### config.mk
export PLATFORM = sky130hd
export DESIGN_NAME = dis_status_reg
export DESIGN_NICKNAME = d
export VERILOG_FILES = /design/src/rtl/dis_pkg.sv /design/src/rtl/dis_sticky_bank.sv /design/src/rtl/dis_fatal_guard.sv /design/src/rtl/dis_summary.sv /design/src/rtl/dis_status_reg.sv
export SDC_FILE = /design/constraint.sdc
export NUM_CORES = 1
export LEC_CHECK = 0
export BUFFER_PORTS_ARGS = -buffer_cell sky130_fd_sc_hd__buf_2
export CAP_MARGIN = 20
export CORE_ASPECT_RATIO = 0.8
export CORE_MARGIN = 1
export CORE_UTILIZATION = 30
export CTS_BUF_LIST = sky130_fd_sc_hd__clkbuf_16
export DETAILED_ROUTE_END_ITERATION = 8
export HOLD_SLACK_MARGIN = 0.03
export PLACE_DENSITY = 0.82
export SYNTH_ARGS = -nofsm -noshare
export SYNTH_HDL_FRONTEND = slang
export SYNTH_SLANG_ARGS = --single-unit
### constraint.sdc
create_clock -name clk -period 2.2 [get_ports clk]
set_clock_uncertainty 0.15 [all_clocks]
set_input_delay 0.33 -clock clk [delete_from_list [all_inputs] [get_ports clk]]
set_output_delay 0.33 -clock clk [all_outputs]
set_load 0.005 [all_outputs]
### src/rtl/dis_pkg.sv
`timescale 1ns/1ps
package dis_pkg;
  localparam int STS_W     = 16;
  localparam int EV_W      = 12;
  localparam int ST_W      = 3;
  localparam int FATAL_BIT = 13;
  localparam int ABN_BIT   = 15;
  localparam int NRM_BIT   = 16;
  localparam int RX_LSB    = 17;
  localparam int TX_LSB    = 20;
  localparam int USED_W    = TX_LSB + ST_W;

  // contributors of each summary; their union is the set of latching positions
  localparam logic [STS_W-1:0] NRM_GRP    = 16'h0045;
  localparam logic [STS_W-1:0] ABN_GRP    = 16'h2BAA;
  localparam logic [STS_W-1:0] LATCH_MASK = NRM_GRP | ABN_GRP;

  typedef enum logic [ST_W-1:0] {
    TX_IDLE = 3'd0, TX_FETCH = 3'd1, TX_SEND = 3'd2, TX_FILL = 3'd3,
    TX_RSV4 = 3'd4, TX_RSV5 = 3'd5, TX_PARK = 3'd6, TX_CLOSE = 3'd7
  } tx_state_e;

  typedef enum logic [ST_W-1:0] {
    RX_IDLE = 3'd0, RX_FETCH = 3'd1, RX_CHECK = 3'd2, RX_WAIT = 3'd3,
    RX_PARK = 3'd4, RX_CLOSE = 3'd5, RX_FLUSH = 3'd6, RX_DRAIN = 3'd7
  } rx_state_e;

  function automatic logic group_any(input logic [STS_W-1:0] sts,
                                     input logic [STS_W-1:0] grp);
    return |(sts & grp);
  endfunction

  function automatic logic [USED_W-1:0] pack_word(
      input logic [ST_W-1:0] tx, input logic [ST_W-1:0] rx,
      input logic nrm, input logic abn, input logic [STS_W-1:0] sts);
    logic [USED_W-1:0] w;
    w = '0;
    w[ABN_BIT-1:0]          = sts[ABN_BIT-1:0] & LATCH_MASK[ABN_BIT-1:0];
    w[ABN_BIT]              = abn;
    w[NRM_BIT]              = nrm;
    w[RX_LSB +: ST_W]       = rx;
    w[TX_LSB +: ST_W]       = tx;
    return w;
  endfunction
endpackage

### src/rtl/dis_sticky_bank.sv
`timescale 1ns/1ps
module dis_sticky_bank #(
  parameter int W = 16,
  parameter logic [W-1:0] MASK = '1
) (
  input  logic         clk,
  input  logic         rst_n,
  input  logic         soft_rst,
  input  logic [W-1:0] set_i,
  input  logic [W-1:0] clr_i,
  output logic [W-1:0] q_o
);
  logic unused_inputs;
  assign unused_inputs = ^((set_i | clr_i) & ~MASK);

  for (genvar i = 0; i < W; i++) begin : g_bit
    if (MASK[i]) begin : g_flop
      logic q;
      always_ff @(posedge clk or negedge rst_n) begin
        if (!rst_n)        q <= 1'b0;
        else if (soft_rst) q <= 1'b0;
        else if (set_i[i]) q <= 1'b1;
        else if (clr_i[i]) q <= 1'b0;
      end
      assign q_o[i] = q;
    end else begin : g_tie
      assign q_o[i] = 1'b0;
    end
  end
endmodule

### src/rtl/dis_fatal_guard.sv
`timescale 1ns/1ps
module dis_fatal_guard (
  input  logic clk,
  input  logic rst_n,
  input  logic soft_rst,
  input  logic par_err_i,
  input  logic mst_abort_i,
  input  logic tgt_abort_i,
  output logic fatal_evt_o,
  output logic bus_dis_o
);
  assign fatal_evt_o = par_err_i | mst_abort_i | tgt_abort_i;

  always_ff @(posedge clk or negedge rst_n) begin
    if (!rst_n)           bus_dis_o <= 1'b0;
    else if (soft_rst)    bus_dis_o <= 1'b0;
    else if (fatal_evt_o) bus_dis_o <= 1'b1;
  end
endmodule

### src/rtl/dis_summary.sv
`timescale 1ns/1ps
module dis_summary
  import dis_pkg::*;
(
  input  logic [STS_W-1:0] sts_i,
  input  logic             en_norm_i,
  input  logic             en_abn_i,
  output logic             nrm_o,
  output logic             abn_o,
  output logic             irq_o
);
  assign nrm_o = group_any(sts_i, NRM_GRP);
  assign abn_o = group_any(sts_i, ABN_GRP);
  assign irq_o = (nrm_o & en_norm_i) | (abn_o & en_abn_i);
endmodule

### src/rtl/dis_status_reg.sv
`timescale 1ns/1ps
module dis_status_reg
  import dis_pkg::*;
#(
  parameter int REG_W = 32
) (
  input  logic             clk,
  input  logic             rst_n,
  input  logic             soft_rst,
  input  logic [EV_W-1:0]  evt_i,
  input  logic             par_err_i,
  input  logic             mst_abort_i,
  input  logic             tgt_abort_i,
  input  logic [ST_W-1:0]  tx_state_i,
  input  logic [ST_W-1:0]  rx_state_i,
  input  logic             wr_en_i,
  input  logic [REG_W-1:0] wr_data_i,
  input  logic             irq_en_norm_i,
  input  logic             irq_en_abn_i,
  output logic [REG_W-1:0] rd_data_o,
  output logic             irq_o,
  output logic             bus_dis_o
);
  localparam int PAD_W = REG_W - USED_W;

  logic             fatal_evt;
  logic [STS_W-1:0] set_vec;
  logic [STS_W-1:0] clr_vec;
  logic [STS_W-1:0] sts_q;
  logic             nrm_sum;
  logic             abn_sum;
  logic             unused_wr_hi;

  assign unused_wr_hi = ^wr_data_i[REG_W-1:STS_W];

  always_comb begin
    set_vec            = '0;
    set_vec[EV_W-1:0]  = evt_i;
    set_vec[FATAL_BIT] = fatal_evt;
    clr_vec            = wr_en_i ? wr_data_i[STS_W-1:0] : '0;
  end

  dis_fatal_guard u_fatal (
    .clk         (clk),
    .rst_n       (rst_n),
    .soft_rst    (soft_rst),
    .par_err_i   (par_err_i),
    .mst_abort_i (mst_abort_i),
    .tgt_abort_i (tgt_abort_i),
    .fatal_evt_o (fatal_evt),
    .bus_dis_o   (bus_dis_o)
  );

  dis_sticky_bank #(.W(STS_W), .MASK(LATCH_MASK)) u_bank (
    .clk      (clk),
    .rst_n    (rst_n),
    .soft_rst (soft_rst),
    .set_i    (set_vec),
    .clr_i    (clr_vec),
    .q_o      (sts_q)
  );

  dis_summary u_sum (
    .sts_i     (sts_q),
    .en_norm_i (irq_en_norm_i),
    .en_abn_i  (irq_en_abn_i),
    .nrm_o     (nrm_sum),
    .abn_o     (abn_sum),
    .irq_o     (irq_o)
  );

  if (PAD_W > 0) begin : g_pad
    assign rd_data_o = {{PAD_W{1'b0}},
                        pack_word(tx_state_i, rx_state_i, nrm_sum, abn_sum, sts_q)};
  end else begin : g_nopad
    assign rd_data_o = pack_word(tx_state_i, rx_state_i, nrm_sum, abn_sum, sts_q);
  end
endmodule

==> results of run 1 <==
==> sequential cells by signal (all words and copies together), names as in the netlist <==
signal and cells:
u_bank.g_bit.g_flop.q 11, u_fatal.bus_dis_o 1
==> worst paths after layout <==
path                                                         end  cells past startpoint  slack (ns)                                   from
setup / recovery                                           irq_o                      4        0.23  u_bank.g_bit[11].g_flop.q$_DFFE_PN0P_
hold / removal              u_bank.g_bit[7].g_flop.q$_DFFE_PN0P_                      3        0.15                               evt_i[7]
setup reg to reg           u_bank.g_bit[13].g_flop.q$_DFFE_PN0P_                      2        1.03  u_bank.g_bit[13].g_flop.q$_DFFE_PN0P_
hold reg to reg                    u_fatal.bus_dis_o$_DFFE_PN0P_                      2        0.36          u_fatal.bus_dis_o$_DFFE_PN0P_
max in group asynchronous  u_bank.g_bit[11].g_flop.q$_DFFE_PN0P_                      2        1.31                                  rst_n
min in group asynchronous          u_fatal.bus_dis_o$_DFFE_PN0P_                      2        0.36                                  rst_n
==> metrics by stage <==
step | std cells | cell area, um2 | setup WS (ns) | utilization | hold WS (ns)
floorplan | 99 | 785.8 | 0.7344 | - | -0.1156
global placement | 134 | 788.3 | 0.5228 | 0.3529 | 0.07317
detailed placement | 134 | 788.3 | 0.5115 | 0.3529 | 0.07987
CTS | 139 | 877.1 | 0.2677 | 0.3927 | 0.1538
global route | 139 | 877.1 | 0.1941 | 0.3927 | 0.1727
finish | 139 | 877.1 | 0.2307 | 0.3927 | 0.1525
==> cells by family after synthesis <==
kind of cell           after synthesis
other                                1
and+or+nand+nor                     28
DFF                                 12
AOI/OAI and AO/OA                   12
buffers and inverters               34
==> worst max-delay path, delay by kind of cell (launching register included) <==
family	cells	cell delay [ns]
DFF	1	0.39
and+or+nand+nor	2	0.56
buffers and inverters	1	0.12
AOI/OAI and AO/OA	1	0.19
==> repair_timing <==
action | in CTS | in global routing
setup endpoints to repair | 0 | 0
hold endpoints to repair | 12 | 0
hold buffers | 1 | 0
gates resized for setup | 0 | 0
==> per-layer routing <==
layer,vias up,routed length (um),GRT usage,share of wire
li1,291,-,-,-
met1,258,664,0.1370,0.44
met2,46,666,0.2000,0.44
met3,0,178,0.07022,0.12
met4,0,0,0.02439,0
met5,-,0,0,0
==> where the power goes <==
| part | switching (mW) | total (mW) | internal, mW | leakage, nW |
|---|---|---|---|---|
| registers | 0.0112 | 0.248 | 0.236 | 0.150 |
| logic | 0.0436 | 0.0888 | 0.0452 | 0.297 |
| clock network | 0.0909 | 0.330 | 0.239 | 0.0385 |
==> cells in the final DEF, fill, tap and decap left out, drive strengths merged <==
master,instances
a2111oi,1
a21oi,10
nor2,12
nand2,12
dfrtp,12
dlygate4sd3,1
clkbuf,3
a22o,1
conb,13
clkinv,1
nor4,3
or3,1
buf,44
==> cell type report <==
type	instances	area, um2
fill	236	1356
sequential	12	300.3
multi-input combinational	53	236.5
timing repair buffer	45	230.2
clock buffer	3	75.07
tap	25	31.28
clock inverter	1	3.754
==> run_results.csv, run 1 <==
group,metric,value,unit
run_status,violations,"DRC",
critical_path,start_kind,"flop",
timing,setup_viol,0,
timing,fin_tns_setup,0,ns
timing,period_minus_slack,1.969,ns
clocking,cts-root-buf,"clkbuf_16",
route,vias_per_cell,4.281,
clocking,numCtsBuffers,3,
logic_synthesis,yosysTopAreaCellShare,0.4054,
route,drt_iter0_markers,15,
global_routing,grt_overflow,0,
floorplan,pin_count,93,
critical_path,cp_data_required_time,1.72,ns
clocking,h-tree-depth,1,
critical_path,crit_path_top_delay_cell,"nor4_1",
finish,drive_above_1_share,0.4211,
finish,area_growth_syn_to_layout,18.41,%
timing,post-route-period-util,0.8951,
logic_synthesis,synthTopCellsByArea,"dfrtp_1 41%, buf_4 32%, a21oi_1 6.8%",
critical_path,crit_arrival,1.49,ns
logic_synthesis,yosysUniqueCellTypes,12,
hold_path,hold_path.class,"input port to flop",
logic_synthesis,synth.yosys.seq_area_share,0.4054,
logic_synthesis,synth_compound_area_frac,0.09122,
timing,fmax,0.5078,GHz
logic_synthesis,synthArstFlopShare,1.000,
placement,dp_hpwl,1.192,mm
route,antenna_left,0,
floorplan,fp.coreArea,2233,um2
clocking,clk_latency,0.24,ns
critical_path,path_cells,"nor4_1, nand2_1, a22o_1, buf_2",
logic_synthesis,synth.avg_cell_area,8.514,um2
run_status,status,"finished with violations",
clocking,cts_tree,"yes",
timing,rsz0062_at_grt,"no",
clocking,path_clk_slew,0.04,ns
route,vias,595,
flow_run,drv_cap,0,
global_routing,grt_util_all_layers,0.1207,
logic_synthesis,syn_inst,87,
timing,finalMaxSlewViolations,0,
logic_synthesis,synth-warning-count,0,
floorplan,initial_core_util,0.3317,
logic_synthesis,synth-simple-area-share,0.1622,
critical_path,max_stage_delay,0.42,ns
clocking,postCtsSetupBuffers,0,
clocking,cts_buffer_depth,2,
logic_synthesis,synth_common_cells,"32 x buf_4, 12 x dfrtp_1, 12 x nand2_1, 12 x nor2_1, 10 x a21oi_1",
global_routing,grt_max_degree,13,
finish,diodes,0,
critical_path,cp_max_fo,3,
logic_synthesis,synth-seq-cells,12,
critical_path,critical_path_class,"flop to primary output",
logic_synthesis,synth_top_cell_by_area,"dfrtp_1",
logic_synthesis,synthXorXnorAreaFrac,0,
floorplan,die_h,46.45,um
logic_synthesis,netlist_area,740.7,um2
placement,port-buffer-count,44,
power_and_ir_drop,ir_drop,406.4,uV
logic_synthesis,synthMuxAreaShare,0,
placement,gp_congestion,0.6778,
logic_synthesis,synth-main-ff-cell,"dfrtp_1",
route,routed_wl,1.509,mm
logic_synthesis,synth_top_family_by_area,"buffers and inverters",
route,drc,7,
finish,nNetsFinal,174,
global_routing,grt_pass1_wl,2.270,mm
logic_synthesis,yosysMostFrequentCell,"buf_4",
global_routing,grt_pass1_vias,530,
floorplan,die_area,2673,um2
route,routedWlPerCell,10.86,um
critical_path,cp-end-kind,"primary output",
power_and_ir_drop,p_total,0.6663,mW
logic_synthesis,synth_edf_count,0,
floorplan,die_x,57.56,um
power_and_ir_drop,p_per_area,759.7,nW/um2
timing,finalHoldViolCount,0,
floorplan,row_count,15,
logic_synthesis,synth-adder-area-share,0,
clocking,cts_sinks,12,
global_routing,grt_antenna_before_repair,0,
route,drt-pass1-iter-count,5,
power_and_ir_drop,p_leak,0.4854,nW
(Power assumes the default switching activity.)
==> run 2, diff against run 1 <==
--- a/config.mk
+++ b/config.mk
@@ -5,7 +5,7 @@
 export SDC_FILE = /design/constraint.sdc
 export NUM_CORES = 1
 export LEC_CHECK = 0
-export BUFFER_PORTS_ARGS = -buffer_cell sky130_fd_sc_hd__buf_2
+export BUFFER_PORTS_ARGS = -buffer_cell sky130_fd_sc_hd__buf_4
 export CAP_MARGIN = 20
 export CORE_ASPECT_RATIO = 0.8
 export CORE_MARGIN = 1
@@ -14,6 +14,7 @@
 export DETAILED_ROUTE_END_ITERATION = 8
 export HOLD_SLACK_MARGIN = 0.03
 export PLACE_DENSITY = 0.82
+export SETUP_SLACK_MARGIN = 0.2
 export SYNTH_ARGS = -nofsm -noshare
 export SYNTH_HDL_FRONTEND = slang
 export SYNTH_SLANG_ARGS = --single-unit
==> run_results.csv, run 2 (synthesis results as in run 1) <==
group,metric,value,unit
run_status,status,"finished with violations",
run_status,violations,"DRC",
timing,post-route-period-util,0.8574,
finish,diodes,0,
global_routing,grt_antenna_before_repair,0,
critical_path,critPathCapture,"irq_o",
global_routing,grt_util_all_layers,0.1280,
route,antenna_left,0,
finish,finalInstanceArea,993.5,um2
critical_path,critPathLaunch,"u_bank.g_bit[11].g_flop.q$_DFFE_PN0P_",
global_routing,grt_pass1_wl,2.484,mm
floorplan,pin_count,93,
power_and_ir_drop,p_leak,0.5220,nW
clocking,cts-root-buf,"clkbuf_16",
critical_path,cp-end-kind,"primary output",
critical_path,critical_path_class,"flop to primary output",
power_and_ir_drop,p_per_area,694.1,nW/um2
route,routedWlPerCell,11.14,um
route,routed_wl,1.549,mm
placement,port-buffer-count,44,
finish,nNetsFinal,174,
timing,rsz0062_at_grt,"no",
clocking,cts_tree,"yes",
global_routing,grt_util_met1,0.1556,
finish,area_growth_syn_to_layout,34.12,%
critical_path,cp_data_required_time,1.72,ns
flow_run,drv_cap,0,
critical_path,path_depth,4,
critical_path,path_delay_family,"simple AND/OR/NAND/NOR gates",
floorplan,die_h,46.45,um
global_routing,grt_overflow,0,
critical_path,crit_path_top_delay_cell,"dfrtp_1",
critical_path,cp.buffers_inverters,1,
critical_path,reg2reg_from,"u_bank.g_bit[13].g_flop.q$_DFFE_PN0P_",
hold_path,hold_path.class,"input port to flop",
global_routing,gr-usage-met3,0.06180,
clocking,cts_buffer_depth,2,
finish,regMostFlops,"u_bank.g_bit.g_flop.q",
clocking,clk_latency,0.23,ns
route,vias_per_cell,4.252,
finish,top_regs,"u_bank.g_bit.g_flop.q (11), u_fatal.bus_dis_o (1)",
global_routing,grt_pass1_vias,552,
floorplan,die_x,57.56,um
global_routing,grt_busiest_layer,"met2",
placement,dp_slack,0.4637,ns
placement,post_dp_cell_area,898.4,um2
timing,setup_viol,0,
finish,mostFrequentLayoutCells,"44 x buf_4, 13 x conb_1, 12 x nand2_1, 12 x nor2_1, 12 x dfrtp_1",
finish,final_common_cell,"buf_4",
floorplan,row_count,15,
timing,finalHoldViolCount,0,
critical_path,timing.rr.end,"u_bank.g_bit[13].g_flop.q$_DFFE_PN0P_",
clocking,path_clk_slew,0.04,ns
route,drt-pass1-iter-count,5,
global_routing,grt_max_degree,13,
finish,largest_reg_flops,11,
critical_path,path_cells,"nor4_2, nand2_1, a22o_1, buf_4",
route,vias,591,
clocking,cts_sinks,12,
power_and_ir_drop,ir_drop,387.7,uV
timing,setup_slack,0.3136,ns
floorplan,die_area,2673,um2
critical_path,r2r_slack,1.07,ns
finish,utilization,0.4448,
global_routing,grt_use_met2,0.2163,
critical_path,cp_max_fo,3,
route,drt_iter0_markers,27,
clocking,h-tree-depth,1,
timing,finalMaxSlewViolations,0,
finish,drive_above_1_share,0.4298,
timing,whs,0.1551,ns
placement,gp_congestion,0.6541,
timing,fin_tns_setup,0,ns
floorplan,initial_core_util,0.3317,
critical_path,crit_arrival,1.41,ns
critical_path,max_stage_delay,0.40,ns
route,drc,7,
critical_path,start_kind,"flop",
timing,fmax,0.5301,GHz
floorplan,fp.coreArea,2233,um2
critical_path,rr_worst_depth,2,
clocking,numCtsBuffers,3,
clocking,postCtsSetupBuffers,0,
timing,period_minus_slack,1.886,ns
==> run 2: cell counts in the layout (fill, tap and decap cells not counted) <==
Identical to the previous run, type by type.
==> run 2: final cells by class <==
cell class	instances	area (um2)
well taps	25	31.28
multi-input cells	53	242.7
repair buffers	45	340.3
clock inverters	1	3.754
fillers	214	1240
clock buffers	3	75.07
flip-flops and latches	12	300.3
==> run 2: through the flow <==
stage / cells / power, mW
3_3_place_gp: 134 / 0.3617
2_1_floorplan: 99 / 0.3317
4_1_cts: 139 / 0.6984
3_5_place_dp: 134 / 0.3653
5_1_grt: 139 / 0.7321
6_report: 139 / 0.6895
==> run 2: power breakdown <==
group          internal, mW  switching, mW  leakage, nW  total (mW)
clock                 0.239         0.0874       0.0385       0.326
sequential            0.236         0.0131        0.150       0.250
combinational        0.0698         0.0441        0.334       0.114
==> run 2: worst min-delay path by stage <==
stage	start	endpoint	slack, ns	depth (start not counted)
final	evt_i[7]	u_bank.g_bit[7].g_flop.q$_DFFE_PN0P_	0.16	3
after detailed placement	rst_n	u_bank.g_bit[9].g_flop.q$_DFFE_PN0P_	0.03	1
after global routing	evt_i[0]	u_bank.g_bit[0].g_flop.q$_DFFE_PN0P_	0.17	3
after CTS	evt_i[7]	u_bank.g_bit[7].g_flop.q$_DFFE_PN0P_	0.16	3
after floorplan	rst_n	u_bank.g_bit[0].g_flop.q$_DFFE_PN0P_	-0.12	0
after global placement	rst_n	u_bank.g_bit[13].g_flop.q$_DFFE_PN0P_	0.03	1
==> run 2: what timing repair did <==
item                                   4_1_cts  5_1_grt
setup endpoints to repair                    0        1
hold buffers                                 1        0
gates resized for setup                      0        1
endpoints found under the hold margin       12        0
==> run 2: worst reg2reg max path, delay by kind of cell (launching register included) <==
kind	cells	cell delay (ns)
and+or+nand+nor	1	0.07
DFF	1	0.40
AOI/OAI and AO/OA	1	0.37
==> run 2: metal layers <==
layer	vias to the layer above	part of all wire	wire length (um)
met2	44	0.45	699
met1	258	0.42	654
met4	0	0	0
met5	-	0	0
li1	289	-	-
met3	0	0.13	195
